**config.mk**
```make
export PLATFORM = sky130hd
export DESIGN_NAME = jitter_elastic_store
export DESIGN_NICKNAME = d
export VERILOG_FILES = /design/src/rtl/jes_pkg.sv /design/src/rtl/jes_datapath.sv /design/src/rtl/jes_control.sv /design/src/rtl/jitter_elastic_store.sv
export SDC_FILE = /design/constraint.sdc
export NUM_CORES = 1
export LEC_CHECK = 0
export BUFFER_PORTS_ARGS = -buffer_cell sky130_fd_sc_hd__clkbuf_2
export CAP_MARGIN = 25
export CORE_ASPECT_RATIO = 2
export CORE_MARGIN = 4
export CORE_UTILIZATION = 50
export CTS_CLUSTER_SIZE = 25
export DETAILED_ROUTE_END_ITERATION = 7
export PLACE_DENSITY = 0.62
export REMOVE_ABC_BUFFERS = 1
export SKIP_CTS_REPAIR_TIMING = 1
export SYNTH_ARGS = -nofsm -noshare
export SYNTH_HDL_FRONTEND = slang
export SYNTH_HIERARCHICAL = 1
export SYNTH_SLANG_ARGS = --single-unit
```
**constraint.sdc**
```tcl
create_clock -name clk -period 9.8 [get_ports clk]
set_input_delay 1.47 -clock clk [delete_from_list [all_inputs] [get_ports clk]]
set_output_delay 1.47 -clock clk [all_outputs]
set_load 0.02 [all_outputs]
```
**src/rtl/jes_pkg.sv**
```systemverilog
package jes_pkg;
  // strobes from control to datapath
  typedef struct packed {
    logic recentre;  // refill at half depth this edge
    logic tick;      // end of a read period
    logic deepMode;  // current capacity select
  } jesCtrlT;
endpackage

```
**src/rtl/jes_datapath.sv**
```systemverilog
module jes_datapath
  import jes_pkg::*;
#(
  parameter int DEEP_BITS    = 128,
  parameter int SHALLOW_BITS = 32,
  localparam int PW = $clog2(DEEP_BITS),
  localparam int FW = PW + 1
) (
  input  logic          clk,
  input  logic          rstN,
  input  jesCtrlT       ctl,
  input  logic          wrBit,
  input  logic          wrEn,
  output logic [FW-1:0] fill,
  output logic          rdBitQ
);
  logic [DEEP_BITS-1:0] mem;
  logic [PW-1:0] wrPtr, rdPtr, mask;
  logic [FW-1:0] depth, half;
  logic doRead, doWrite;

  always_comb begin
    depth   = ctl.deepMode ? FW'(DEEP_BITS) : FW'(SHALLOW_BITS);
    half    = depth >> 1;
    mask    = PW'(depth - 1'b1);
    doRead  = ctl.tick && (fill != '0);
    doWrite = wrEn && ((fill != depth) || doRead);
  end

  always_ff @(posedge clk) begin
    if (!rstN || ctl.recentre) begin
      mem    <= '0;
      rdPtr  <= '0;
      wrPtr  <= PW'(half);
      fill   <= half;
      rdBitQ <= 1'b0;
    end else begin
      if (doWrite) begin
        mem[wrPtr] <= wrBit;
        wrPtr      <= (wrPtr + 1'b1) & mask;
      end
      if (doRead) begin
        rdBitQ <= mem[rdPtr];
        rdPtr  <= (rdPtr + 1'b1) & mask;
      end
      fill <= fill + FW'(doWrite) - FW'(doRead);
    end
  end

  assert_fill_cap_R1: assert property (@(posedge clk)
    disable iff (!rstN || ctl.recentre) fill <= depth);

  assert_recentre_R2: assert property (@(posedge clk)
    disable iff (!rstN) ctl.recentre |=> (fill == $past(half)) && !rdBitQ);

  assert_underrun_hold_R8: assert property (@(posedge clk)
    disable iff (!rstN) (ctl.tick && fill == '0) |=> $stable(rdBitQ));
endmodule

```
**src/rtl/jes_control.sv**
```systemverilog
module jes_control
  import jes_pkg::*;
#(
  parameter int DEEP_BITS    = 128,
  parameter int SHALLOW_BITS = 32,
  parameter int PP_DEEP      = 120,
  parameter int PP_SHALLOW   = 28,
  parameter int NOM_DIV      = 16,
  localparam int FW = $clog2(DEEP_BITS) + 1,
  localparam int CW = $clog2(NOM_DIV + 2),
  localparam int DEEP_HI = DEEP_BITS / 2 + PP_DEEP / 2,
  localparam int DEEP_LO = DEEP_BITS / 2 - PP_DEEP / 2,
  localparam int SH_HI   = SHALLOW_BITS / 2 + PP_SHALLOW / 2,
  localparam int SH_LO   = SHALLOW_BITS / 2 - PP_SHALLOW / 2
) (
  input  logic          clk,
  input  logic          rstN,
  input  logic          deepSel,
  input  logic [FW-1:0] fill,
  input  logic          tripClr,
  output jesCtrlT       ctl,
  output logic          rdEnQ,
  output logic          tripQ
);
  logic deepSelQ;
  logic [CW-1:0] divCnt, ratio, nextRatio;
  logic [FW-1:0] hiLim, loLim;
  logic tick, recentre;

  always_comb begin
    recentre  = deepSel != deepSelQ;
    tick      = (divCnt == ratio - 1'b1) && !recentre;
    hiLim     = deepSel ? FW'(DEEP_HI) : FW'(SH_HI);
    loLim     = deepSel ? FW'(DEEP_LO) : FW'(SH_LO);
    if (fill > hiLim)      nextRatio = CW'(NOM_DIV - 1);
    else if (fill < loLim) nextRatio = CW'(NOM_DIV + 1);
    else                   nextRatio = CW'(NOM_DIV);
    ctl.recentre = recentre;
    ctl.tick     = tick;
    ctl.deepMode = deepSel;
  end

  always_ff @(posedge clk) begin
    if (!rstN) begin
      deepSelQ <= deepSel;
      divCnt   <= '0;
      ratio    <= CW'(NOM_DIV);
      rdEnQ    <= 1'b0;
      tripQ    <= 1'b0;
    end else begin
      deepSelQ <= deepSel;
      rdEnQ    <= tick;
      if (recentre) begin
        divCnt <= '0;
        ratio  <= CW'(NOM_DIV);
      end else if (tick) begin
        divCnt <= '0;
        ratio  <= nextRatio;
      end else begin
        divCnt <= divCnt + 1'b1;
      end
      if (tick && nextRatio != CW'(NOM_DIV)) tripQ <= 1'b1;
      else if (tripClr)                      tripQ <= 1'b0;
    end
  end

  assert_trip_high_R5: assert property (@(posedge clk)
    disable iff (!rstN) (tick && fill > hiLim) |=> tripQ);

  assert_trip_low_R4: assert property (@(posedge clk)
    disable iff (!rstN) (tick && fill < loLim) |=> tripQ);

  assert_clear_R6: assert property (@(posedge clk)
    disable iff (!rstN) (tripClr && !tick) |=> !tripQ);

  assert_strobe_gap_R3: assert property (@(posedge clk)
    disable iff (!rstN) rdEnQ |=> !rdEnQ);
endmodule

```
**src/rtl/jitter_elastic_store.sv**
```systemverilog
module jitter_elastic_store
  import jes_pkg::*;
#(
  parameter int DEEP_BITS    = 128,
  parameter int SHALLOW_BITS = 32,
  parameter int PP_DEEP      = 120,
  parameter int PP_SHALLOW   = 28,
  parameter int NOM_DIV      = 16
) (
  input  logic clk,
  input  logic rstN,
  input  logic wrBit,
  input  logic wrEn,
  input  logic deepSel,
  input  logic bypass,
  input  logic tripClr,
  output logic rdBit,
  output logic rdEn,
  output logic limitTrip
);
  localparam int FW = $clog2(DEEP_BITS) + 1;

  jesCtrlT ctl;
  logic [FW-1:0] fill;
  logic rdBitQ, rdEnQ;

  jes_control #(
    .DEEP_BITS(DEEP_BITS), .SHALLOW_BITS(SHALLOW_BITS),
    .PP_DEEP(PP_DEEP), .PP_SHALLOW(PP_SHALLOW), .NOM_DIV(NOM_DIV)
  ) u_ctrl (
    .clk(clk), .rstN(rstN), .deepSel(deepSel), .fill(fill),
    .tripClr(tripClr), .ctl(ctl), .rdEnQ(rdEnQ), .tripQ(limitTrip)
  );

  jes_datapath #(
    .DEEP_BITS(DEEP_BITS), .SHALLOW_BITS(SHALLOW_BITS)
  ) u_dp (
    .clk(clk), .rstN(rstN), .ctl(ctl), .wrBit(wrBit), .wrEn(wrEn),
    .fill(fill), .rdBitQ(rdBitQ)
  );

  assign rdBit = bypass ? wrBit : rdBitQ;
  assign rdEn  = bypass ? wrEn  : rdEnQ;

  assert_bypass_R9: assert property (@(posedge clk)
    disable iff (!rstN) bypass |-> (rdEn == wrEn) && (rdBit == wrBit));
endmodule

```
# After elaboration in Yosys (flattened, before gate mapping)
# Index checks and enable logic that the tools add are counted.
[totals]
mem_count = 0
word_cells = 61
latch_bits = 0
inputBits = 7
mem_bits_ro = 0
regBits = 164
ram_bits = 0
output_inout_bits = 3
[op_classes]
n_bitwise = 3
div_mod_pow = 0
muxes = 17
order_cmp = 5
reduce_logical = 14
n_shift = 0
n_mul = 0
eq_ne = 4
add_sub_neg = 7
[ops]
columns = ["op", "count"]
rows = [
  ["128-bit bitwise mux", 1],
  ["7-bit 2-to-1 mux", 4],
  ["7-bit by 8-bit < comparator with 1-bit output (second input constant)", 2],
  ["7-bit by 1-bit adder with 7-bit output (second input constant)", 2],
  ["7-bit AND", 2],
  ["8-bit by 1-bit adder with 8-bit output", 1],
  ["8-bit > comparator", 1],
  ["8-bit < comparator", 1],
  ["8-bit 2-to-1 mux", 1],
  ["8-bit inequality test", 1],
  ["8-bit nonzero test", 1],
  ["8-bit by 1-bit subtractor with 8-bit output", 1],
  ["1-bit binary-select mux with 7-bit select", 1],
  ["1-bit demux with 7-bit select", 1],
  ["7-bit by 1-bit >= comparator with 1-bit output (second input constant)", 1],
  ["1-bit 2-to-1 mux", 7],
  ["7-bit by 1-bit subtractor with 7-bit output (second input constant)", 1],
  ["5-bit by 1-bit adder with 5-bit output (second input constant)", 1],
  ["5-bit == test", 1],
  ["1-bit logical AND", 5],
  ["5-bit 2-to-1 mux", 1],
  ["5-bit inequality test (second input constant)", 1],
  ["5-bit by 1-bit subtractor with 5-bit output (second input constant)", 1],
  ["2-bit nonzero test", 2],
  ["7 further kinds", 9],
]

# Logic depth before layout (Yosys ltp)
# Gate-level depths: netlist of the first run.
[depth]
depth_word = 9
mapped_depth = 19
mapped_depth_nobuf = 18

# Cells and area by module
# The synthesis of the first run kept the hierarchy.
[modules_own_cells]
columns = ["module", "cells_per_inst", "seq_area_each_um2", "area_each_um2", "instances"]
rows = [
  ["jes_datapath", 796, 3093.0, 7583.5, 1],
  ["jes_control", 68, 220.2, 646.9, 1],
  ["jitter_elastic_store", 2, 0.0, 22.5, 1],
]

# Worst setup path before layout of the first run
# Ideal clock, no wire load.
[synth_path]
path_type = "input-to-reg"
from = "input port deepSel"
to = "register u_dp.fill[7]"
slack_ps = 5411
setup_time_ps = 70
t_required_ps = 9730
path_buffers = 1
stages = 13
t_arrival_ps = 4319
path_cell_list = "buf_4 -> or3b_2 -> a2111o_1 -> o21ai_4 -> ha_1 -> inv_1 -> ha_1 -> a21o_1 -> a21oi_1 -> o21bai_1 -> a2111o_1 -> a31o_2 -> a21oi_1"
[synth_via]
elab_chain_cells = 8
word_cells_on_any_way = 11
cone_classes = "2 x add/sub; 2 x eq/ne; 1 x mux; 6 x reduce/logical"
[synth_rtl]
columns = ["element", "line", "text"]
rows = [
  ["start: declaration", "jitter_elastic_store.sv:14", "input logic deepSel,"],
  ["branches (longest 8 deep; another with 8-bit by 1-bit adder with 8-bit output)", "-", ""],
  ["end signal: assignment", "jes_datapath.sv:35", "fill <= half;"],
  ["end signal: assignment", "jes_datapath.sv:46", "fill <= fill + FW'(doWrite) - FW'(doRead);"],
  ["end: declaration", "jes_datapath.sv:14", "output logic [FW-1:0] fill,"],
]
# Several ways; the timed one is not identified.
# A chain may end at the register's enable or synchronous reset.

==> flow_metrics.py, run 1 <==
metrics = {
    "route": {
        "post-route-drc-count": 0,
        "finalWirelength_mm": 20.2,
        "drt-initial-drc-count": 373,
        "first_pass_iters": 5,
        "drtAntennaViolNets": 0,
        "viasPerCell": 5.87,
        "wl_per_cell_um": 19.2,
        "num_vias": 6180,
    },
    "placement": {
        "place_congestion": 0.789,
        "place_area_um2": 8370,
        "hpwl_mm": 13.7,
        "portBuffers": 9,
    },
    "synthesis": {
        "synthMuxAreaShare": 0.229,
        "syn_area_um2": 8250,
        "synth_enable_flop_cells": 7,
        "synth_compound_area_frac": 0.0946,
        "yosys-top-cells-area": "dfxtp_1 38%, mux2i_1 13%, nand2_1 9.7%",
        "synthXorXnorAreaFrac": 0.0252,
        "yosys.area_share.adder": 0.0327,
        "ys_warn_count": 6,
        "ys_seq_area_frac": 0.401,
        "yosysTopAreaCell": "dfxtp_1",
        "async_flop_share": 0,
        "synth_top_area_frac": 0.376,
        "yosysMostFrequentCell": "nand2_1",
        "avgSynthCellArea_um2": 9.53,
        "yosys.area_share.simple": 0.171,
        "synth_seq_cells": 162,
        "syn_inst": 866,
        "ys_types": 60,
        "synth_top_family_by_area": "multiplexers",
        "synth_commonest_cells": "214 x nand2_1, 155 x dfxtp_1, 109 x mux2i_1",
        "synth_flop_cell": "dfxtp_1",
    },
    "sta": {
        "setup_violations": 0,
        "skew_ns": 0.00708,
        "max_freq_ghz": 0.232,
        "max_slew_margin": 0.466,
        "fin_crit_ns": 4.31,
        "hold_viol": 0,
        "fin_crit_sh": 0.439,
        "slew_viol_final": 0,
        "rsz0062_at_grt": "no",
        "worst_pin_slew_ns": 0.801,
    },
    "cells_and_area": {
        "n_antenna_cell": 0,
        "fill_cells": 1413,
        "final_util": 0.549,
        "area_delta_synth_final_pct": 8.23,
        "nets": 864,
        "final_area_um2": 8930,
        "drive_above_1_share": 0.118,
    },
    "run": {
        "drv_cap": 0,
    },
    "floorplanning": {
        "die_height_um": 190,
        "initial_utilization": 0.507,
        "die_x_um": 98.8,
        "dieArea_um2": 18700,
        "io_pins": 10,
        "rows": 66,
        "placeableCoreArea_um2": 16300,
    },
    "grt": {
        "antenna_found_initial": 0,
        "grt_pass1_vias": 6302,
        "grt_max_degree": 96,
        "grt.total_usage": 0.222,
        "grt-ovfl-total": 0,
        "grt_pass1_wl_mm": 32.8,
    },
    "cts": {
        "cts_buffers": 17,
        "insertion_delay_ns": 0.42,
        "cts_num_sinks": 162,
        "cts_tree": "yes",
        "root_buffer": "clkbuf_16",
        "clockBufferDepth": 2,
        "clk_pin_slew_ns": 0.07,
        "cts-htree-levels": 4,
    },
    "min_path": {
        "min_path_type": "reg2reg",
        "hold_depth": 2,
    },
    "setup_path": {
        "path_class": "in2reg",
        "crit_path_cell_trace": "clkbuf_2 > xnor2_1 > inv_1 > nor2_1 > o21ai_0 > inv_1 > o21ai_4 > ha_1 > inv_1 > ha_1 > a21o_1 > a21oi_1 > o21bai_1 > a2111o_1 > a31o_2 > a21oi_1",
        "cp-start-kind": "input port",
        "critPathMaxStageDelay_ns": 0.44,
        "required_ns": 10.15,
        "critical_path.slowest_cell": "a2111o_1",
        "crit_path_end_kind": "register",
        "path_max_fanout": 15,
        "crit_buf_inv": 4,
        "crit_top_cell": "inv_1",
        "cp.depth": 16,
        "rr_worst_depth": 17,
        "critPathArrivalTime_ns": 4.66,
        "crit_family": "compound AO/OA/AOI/OAI gates",
    },
    "power_and_ir_drop": {
        "combPwrFrac": 0.094,
        "p_total_mw": 1.45,
        "power.leakage_nw": 3.61,
        "ir_drop_v": 0.000113,
        "clockPowerShare": 0.432,
        "p_int_mw": 1.07,
        "power.share.switching": 0.264,
        "netSwitchingPower_mw": 0.382,
        "powerDensity_nw_per_um2": 162,
        "p_seq_frac": 0.474,
    },
    "status": {
        "status": "finished clean",
    },
}
-- power by group through the flow --
stage                     registers [mW]  logic (mW)  clock network, mW
after CTS                          0.687       0.135              0.638
after floorplan                    0.696      0.0877                  0
after detailed placement           0.702       0.135                  0
after global routing               0.688       0.148              0.664
after global placement             0.701       0.126                  0
final                              0.687       0.136              0.627
-- worst paths after layout --
path	end	slack, ns	from
setup / recovery	u_dp/fill[7]	5.49	deepSel
hold / removal	u_dp/mem[32]	0.46	u_dp/mem[32]
setup reg to reg	u_dp/fill[7]	5.89	u_ctrl/ratio[0]
hold reg to reg	u_dp/mem[32]	0.46	u_dp/mem[32]
-- through the flow --
stage               hold slack, ns  setup WS [ns]  instances  TNS (ns)
detailed placement           0.444           5.07       1021         0
CTS                          0.457           5.53       1053         0
finish                       0.457           5.49       1053         0
global route                 0.473           5.20       1053         0
global placement             0.441           5.21       1020         0
floorplan                    0.432         -0.848        796    -87.97
-- registers in the layout, summed over array words and instances (netlist names) --
name and flops:
u_ctrl/deepSelQ 1, u_ctrl/divCnt 5, u_ctrl/ratio 3, u_ctrl/rdEnQ 1
u_ctrl/tripQ 1, u_dp/fill 8, u_dp/mem 128, u_dp/rdBitQ 1
u_dp/rdPtr 7, u_dp/wrPtr 7
-- layout by cell type, fill, tap and decap left out, types with 6 or more instances in the layout --
cell	n
nand2_1	213
dfxtp_1	154
mux2i_1	109
nor2_1	46
o211ai_1	28
o31ai_1	28
mux4_2	28
inv_1	20
ha_1	20
clkbuf_16	17
xnor2_1	13
a21oi_1	12
buf_4	11
clkbuf_2	9
xor2_1	8
and2_1	7
nand3_1	7
edfxtp_1	7
o21ai_0	6
-- layer usage --
metal / up-vias / track usage / part of all wire
met5: - / 0 / 0
met4: 0 / 0.0926 / 0.025
met3: 37 / 0.0422 / 0.035
met2: 149 / 0.418 / 0.56
met1: 3016 / 0.236 / 0.38
li1: 2978 / - / -
-- final cells by class --
cell class | instances | area [µm²] | share of cell area
inverter | 20 | 75.1 | 0.00840
clock inverter | 10 | 76.3 | 0.00854
timing repair buffer | 21 | 155 | 0.0174
tap | 204 | 255 | 0.0286
multi-input combinational | 614 | 4570 | 0.512
clock buffer | 22 | 484 | 0.0542
sequential | 162 | 3310 | 0.371
-- worst min-delay path, delay by kind of cell, from the launching register on --
| family | cells | cell delay [ns] |
|---|---|---|
| DFF | 1 | 0.31 |
| and+or+nand+nor | 1 | 0.05 |
| muxes | 1 | 0.05 |
-- kinds of logic after synthesis --
family,Yosys count
AND/OR/NAND/NOR,324
AO/OA/AOI/OAI,102
buffers and inverters,90
multiplexers,145
adder cells (fa/ha/maj),21
XOR/XNOR,22
flip-flops,162
Power figures use the tool's default switching activity.
==> inputs of run 2 (changes only) <==
--- a/config.mk
+++ b/config.mk
@@ -5,6 +5,7 @@
 export SDC_FILE = /design/constraint.sdc
 export NUM_CORES = 1
 export LEC_CHECK = 0
+export ABC_AREA = 1
 export BUFFER_PORTS_ARGS = -buffer_cell sky130_fd_sc_hd__clkbuf_2
 export CAP_MARGIN = 25
 export CORE_ASPECT_RATIO = 2
@@ -12,7 +13,7 @@
 export CORE_UTILIZATION = 50
 export CTS_CLUSTER_SIZE = 25
 export DETAILED_ROUTE_END_ITERATION = 7
-export PLACE_DENSITY = 0.62
+export PLACE_DENSITY = 0.64
 export REMOVE_ABC_BUFFERS = 1
 export SKIP_CTS_REPAIR_TIMING = 1
 export SYNTH_ARGS = -nofsm -noshare
==> constraint.sdc (replaced) <==
create_clock -name clk -period 3.7 [get_ports clk]
set_input_delay 0.555 -clock clk [delete_from_list [all_inputs] [get_ports clk]]
set_output_delay 0.555 -clock clk [all_outputs]
set_load 0.02 [all_outputs]
==> flow_metrics.py, run 2 <==
metrics = {
    "sta": {
        "setup_tns_ns": 0,
        "hold_viol": 0,
        "max_slew_margin": 0.261,
        "fin_crit_sh": 0.900,
        "skew_ns": 0.00714,
        "setup_violations": 0,
        "slew_viol_final": 0,
        "hold-worst-slack_ns": 0.332,
        "rsz0062_at_grt": "no",
        "timing.final.ws_setup_ns": 0.369,
        "worst_pin_slew_ns": 1.11,
        "fin_crit_ns": 3.33,
        "max_freq_ghz": 0.300,
    },
    "min_path": {
        "min_path_type": "in2reg",
    },
    "route": {
        "drt-initial-drc-count": 488,
        "drtAntennaViolNets": 0,
        "finalWirelength_mm": 25.8,
        "post-route-drc-count": 0,
        "first_pass_iters": 7,
        "viasPerCell": 5.48,
        "num_vias": 8916,
        "wl_per_cell_um": 15.9,
    },
    "synthesis": {
        "async_flop_share": 0,
        "synth_flop_cell": "dfxtp_1",
        "synth_commonest_cells": "463 x nand2_1, 170 x nand3_1, 155 x dfxtp_1",
        "avgSynthCellArea_um2": 6.37,
        "synthMuxAreaShare": 0,
        "synth_compound_area_frac": 0.113,
        "synthXorXnorAreaFrac": 0.00575,
        "synth_enable_flop_cells": 7,
        "yosysMostFrequentCell": "nand2_1",
        "syn_area_um2": 9140,
        "yosys-top-cells-area": "dfxtp_1 34%, nand2_1 19%, nand3_1 9.3%",
        "ys_types": 38,
        "synth_seq_cells": 162,
        "ys_seq_area_frac": 0.363,
        "yosys.area_share.adder": 0.0296,
        "synth_top_area_frac": 0.340,
        "syn_inst": 1435,
        "yosysTopAreaCell": "dfxtp_1",
        "yosys.area_share.simple": 0.378,
        "synth_top_family_by_area": "simple AND/OR/NAND/NOR gates",
        "ys_warn_count": 6,
    },
    "cells_and_area": {
        "nets": 1431,
        "n_antenna_cell": 0,
        "final_common_cell": "nand2_1",
        "regMostFlops": "u_dp/mem",
        "fin_cells": 1627,
        "drive_above_1_share": 0.0771,
        "layout_common_cells": "463 x nand2_1, 170 x nand3_1, 153 x dfxtp_1",
        "area_delta_synth_final_pct": 8.52,
        "reg_top3": "u_dp/mem x128, u_dp/fill x8",
        "largest_register_ffs": 128,
    },
    "setup_path": {
        "rr_worst_depth": 26,
        "crit_path_end_kind": "register",
        "cp-start-kind": "register",
        "path_class": "reg2reg",
        "crit_end": "u_dp/fill[6]",
        "reg2reg_to": "u_dp/fill[6]",
        "critPathArrivalTime_ns": 3.62,
        "required_ns": 3.99,
        "r2r_start": "u_ctrl/ratio[0]",
        "path_max_fanout": 10,
        "r2r_slack_ns": 0.37,
        "worstSetupStartpoint": "u_ctrl/ratio[0]",
    },
    "floorplanning": {
        "rows": 69,
        "placeableCoreArea_um2": 17900,
        "io_pins": 10,
        "initial_utilization": 0.511,
        "die_x_um": 104,
        "dieArea_um2": 20600,
        "die_height_um": 199,
    },
    "power_and_ir_drop": {
        "power.leakage_nw": 3.65,
        "ir_drop_v": 0.000289,
        "powerDensity_nw_per_um2": 419,
    },
    "grt": {
        "grt_max_degree": 79,
        "grt_pass1_vias": 8503,
        "grt.total_usage": 0.257,
        "grt_pass1_wl_mm": 42.7,
        "antenna_found_initial": 0,
        "grt-ovfl-total": 0,
    },
    "placement": {
        "portBuffers": 9,
        "hpwl_mm": 16.8,
        "post-place-ws_ns": 0.345,
        "place_congestion": 0.906,
        "dp.cells": 1592,
    },
    "cts": {
        "clockBufferDepth": 2,
        "clk_pin_slew_ns": 0.06,
        "cts-htree-levels": 4,
        "cts_num_sinks": 162,
        "root_buffer": "clkbuf_16",
        "insertion_delay_ns": 0.43,
        "cts_tree": "yes",
        "cts_buffers": 17,
    },
    "run": {
        "drv_cap": 0,
    },
    "status": {
        "status": "finished clean",
    },
}
[run 2: metal layers]
| metal | GRT usage | vias to the layer above | wire length [µm] |
|---|---|---|---|
| met5 | 0 | - | 0 |
| li1 | - | 4470 | - |
| met3 | 0.0336 | 63 | 1130 |
| met4 | 0.132 | 0 | 1080 |
| met1 | 0.279 | 4144 | 10100 |
| met2 | 0.486 | 239 | 13500 |
[run 2: worst max-delay path, cell delays in order, from the launching register on]
cell and delay, ns:
dfxtp_2 0.35, inv_2 0.04, ha_1 0.29, inv_1 0.06, nand2_1 0.04, nand2_1 0.06, nand2_1 0.07, nor2_4 0.11
nand2_2 0.09, nor2_4 0.14, nand2_4 0.10, nand4_2 0.10, nand2_4 0.05, ha_1 0.26, inv_1 0.04, ha_1 0.21
fa_1 0.38, nand2_1 0.07, inv_1 0.05, o21ai_0 0.14, nand2_1 0.08, nand2_1 0.08, a21oi_1 0.08, nor2_1 0.09
nand2_1 0.05, nand3_1 0.07, o21ai_0 0.08
[run 2: metrics by stage]
| stage | util | instance area (µm²) | power, mW |
|---|---|---|---|
| 2_1_floorplan | - | 8690 | 2.12 |
| 3_3_place_gp | 0.514 | 9190 | 2.29 |
| 3_5_place_dp | 0.516 | 9220 | 2.29 |
| 4_1_cts | 0.551 | 9840 | 4.18 |
| 5_1_grt | 0.555 | 9920 | 4.30 |
| 6_report | 0.555 | 9920 | 4.16 |
[run 2: cell families (layout without fill, tap and decap cells)]
family,Yosys count,after routing
and+or+nand+nor,811,811
AOI/OAI and AO/OA,193,193
adders and majority gates,21,21
xor gates and xnor gates,6,6
DFF,162,162
buffers and inverters,242,221
[run 2: worst min-delay path by stage]
stage	from	to	cells after the start
floorplan	u_dp/mem[100]	u_dp/mem[100]	2
global placement	u_dp/mem[22]	u_dp/mem[22]	2
detailed placement	u_dp/mem[22]	u_dp/mem[22]	2
CTS	deepSel	u_ctrl/deepSelQ	1
global route	deepSel	u_ctrl/deepSelQ	1
finish	deepSel	u_ctrl/deepSelQ	1
[run 2: layout make-up]
class,count,area [µm²]
Inverter,152,571
Sequential cell,162,3320
Clock buffer,20,468
Multi-Input combinational cell,1031,4820
Fill cell,1800,7960
Tap cell,213,267
Timing Repair Buffer,39,318
Clock inverter,10,155
[run 2: power by group]
part | internal, mW | switching, mW | leakage [nW]
Sequential | 1.78 | 0.0313 | 1.33
Combinational | 0.115 | 0.338 | 2.01
Clock | 1.18 | 0.717 | 0.311
Total | 3.07 | 1.09 | 3.65
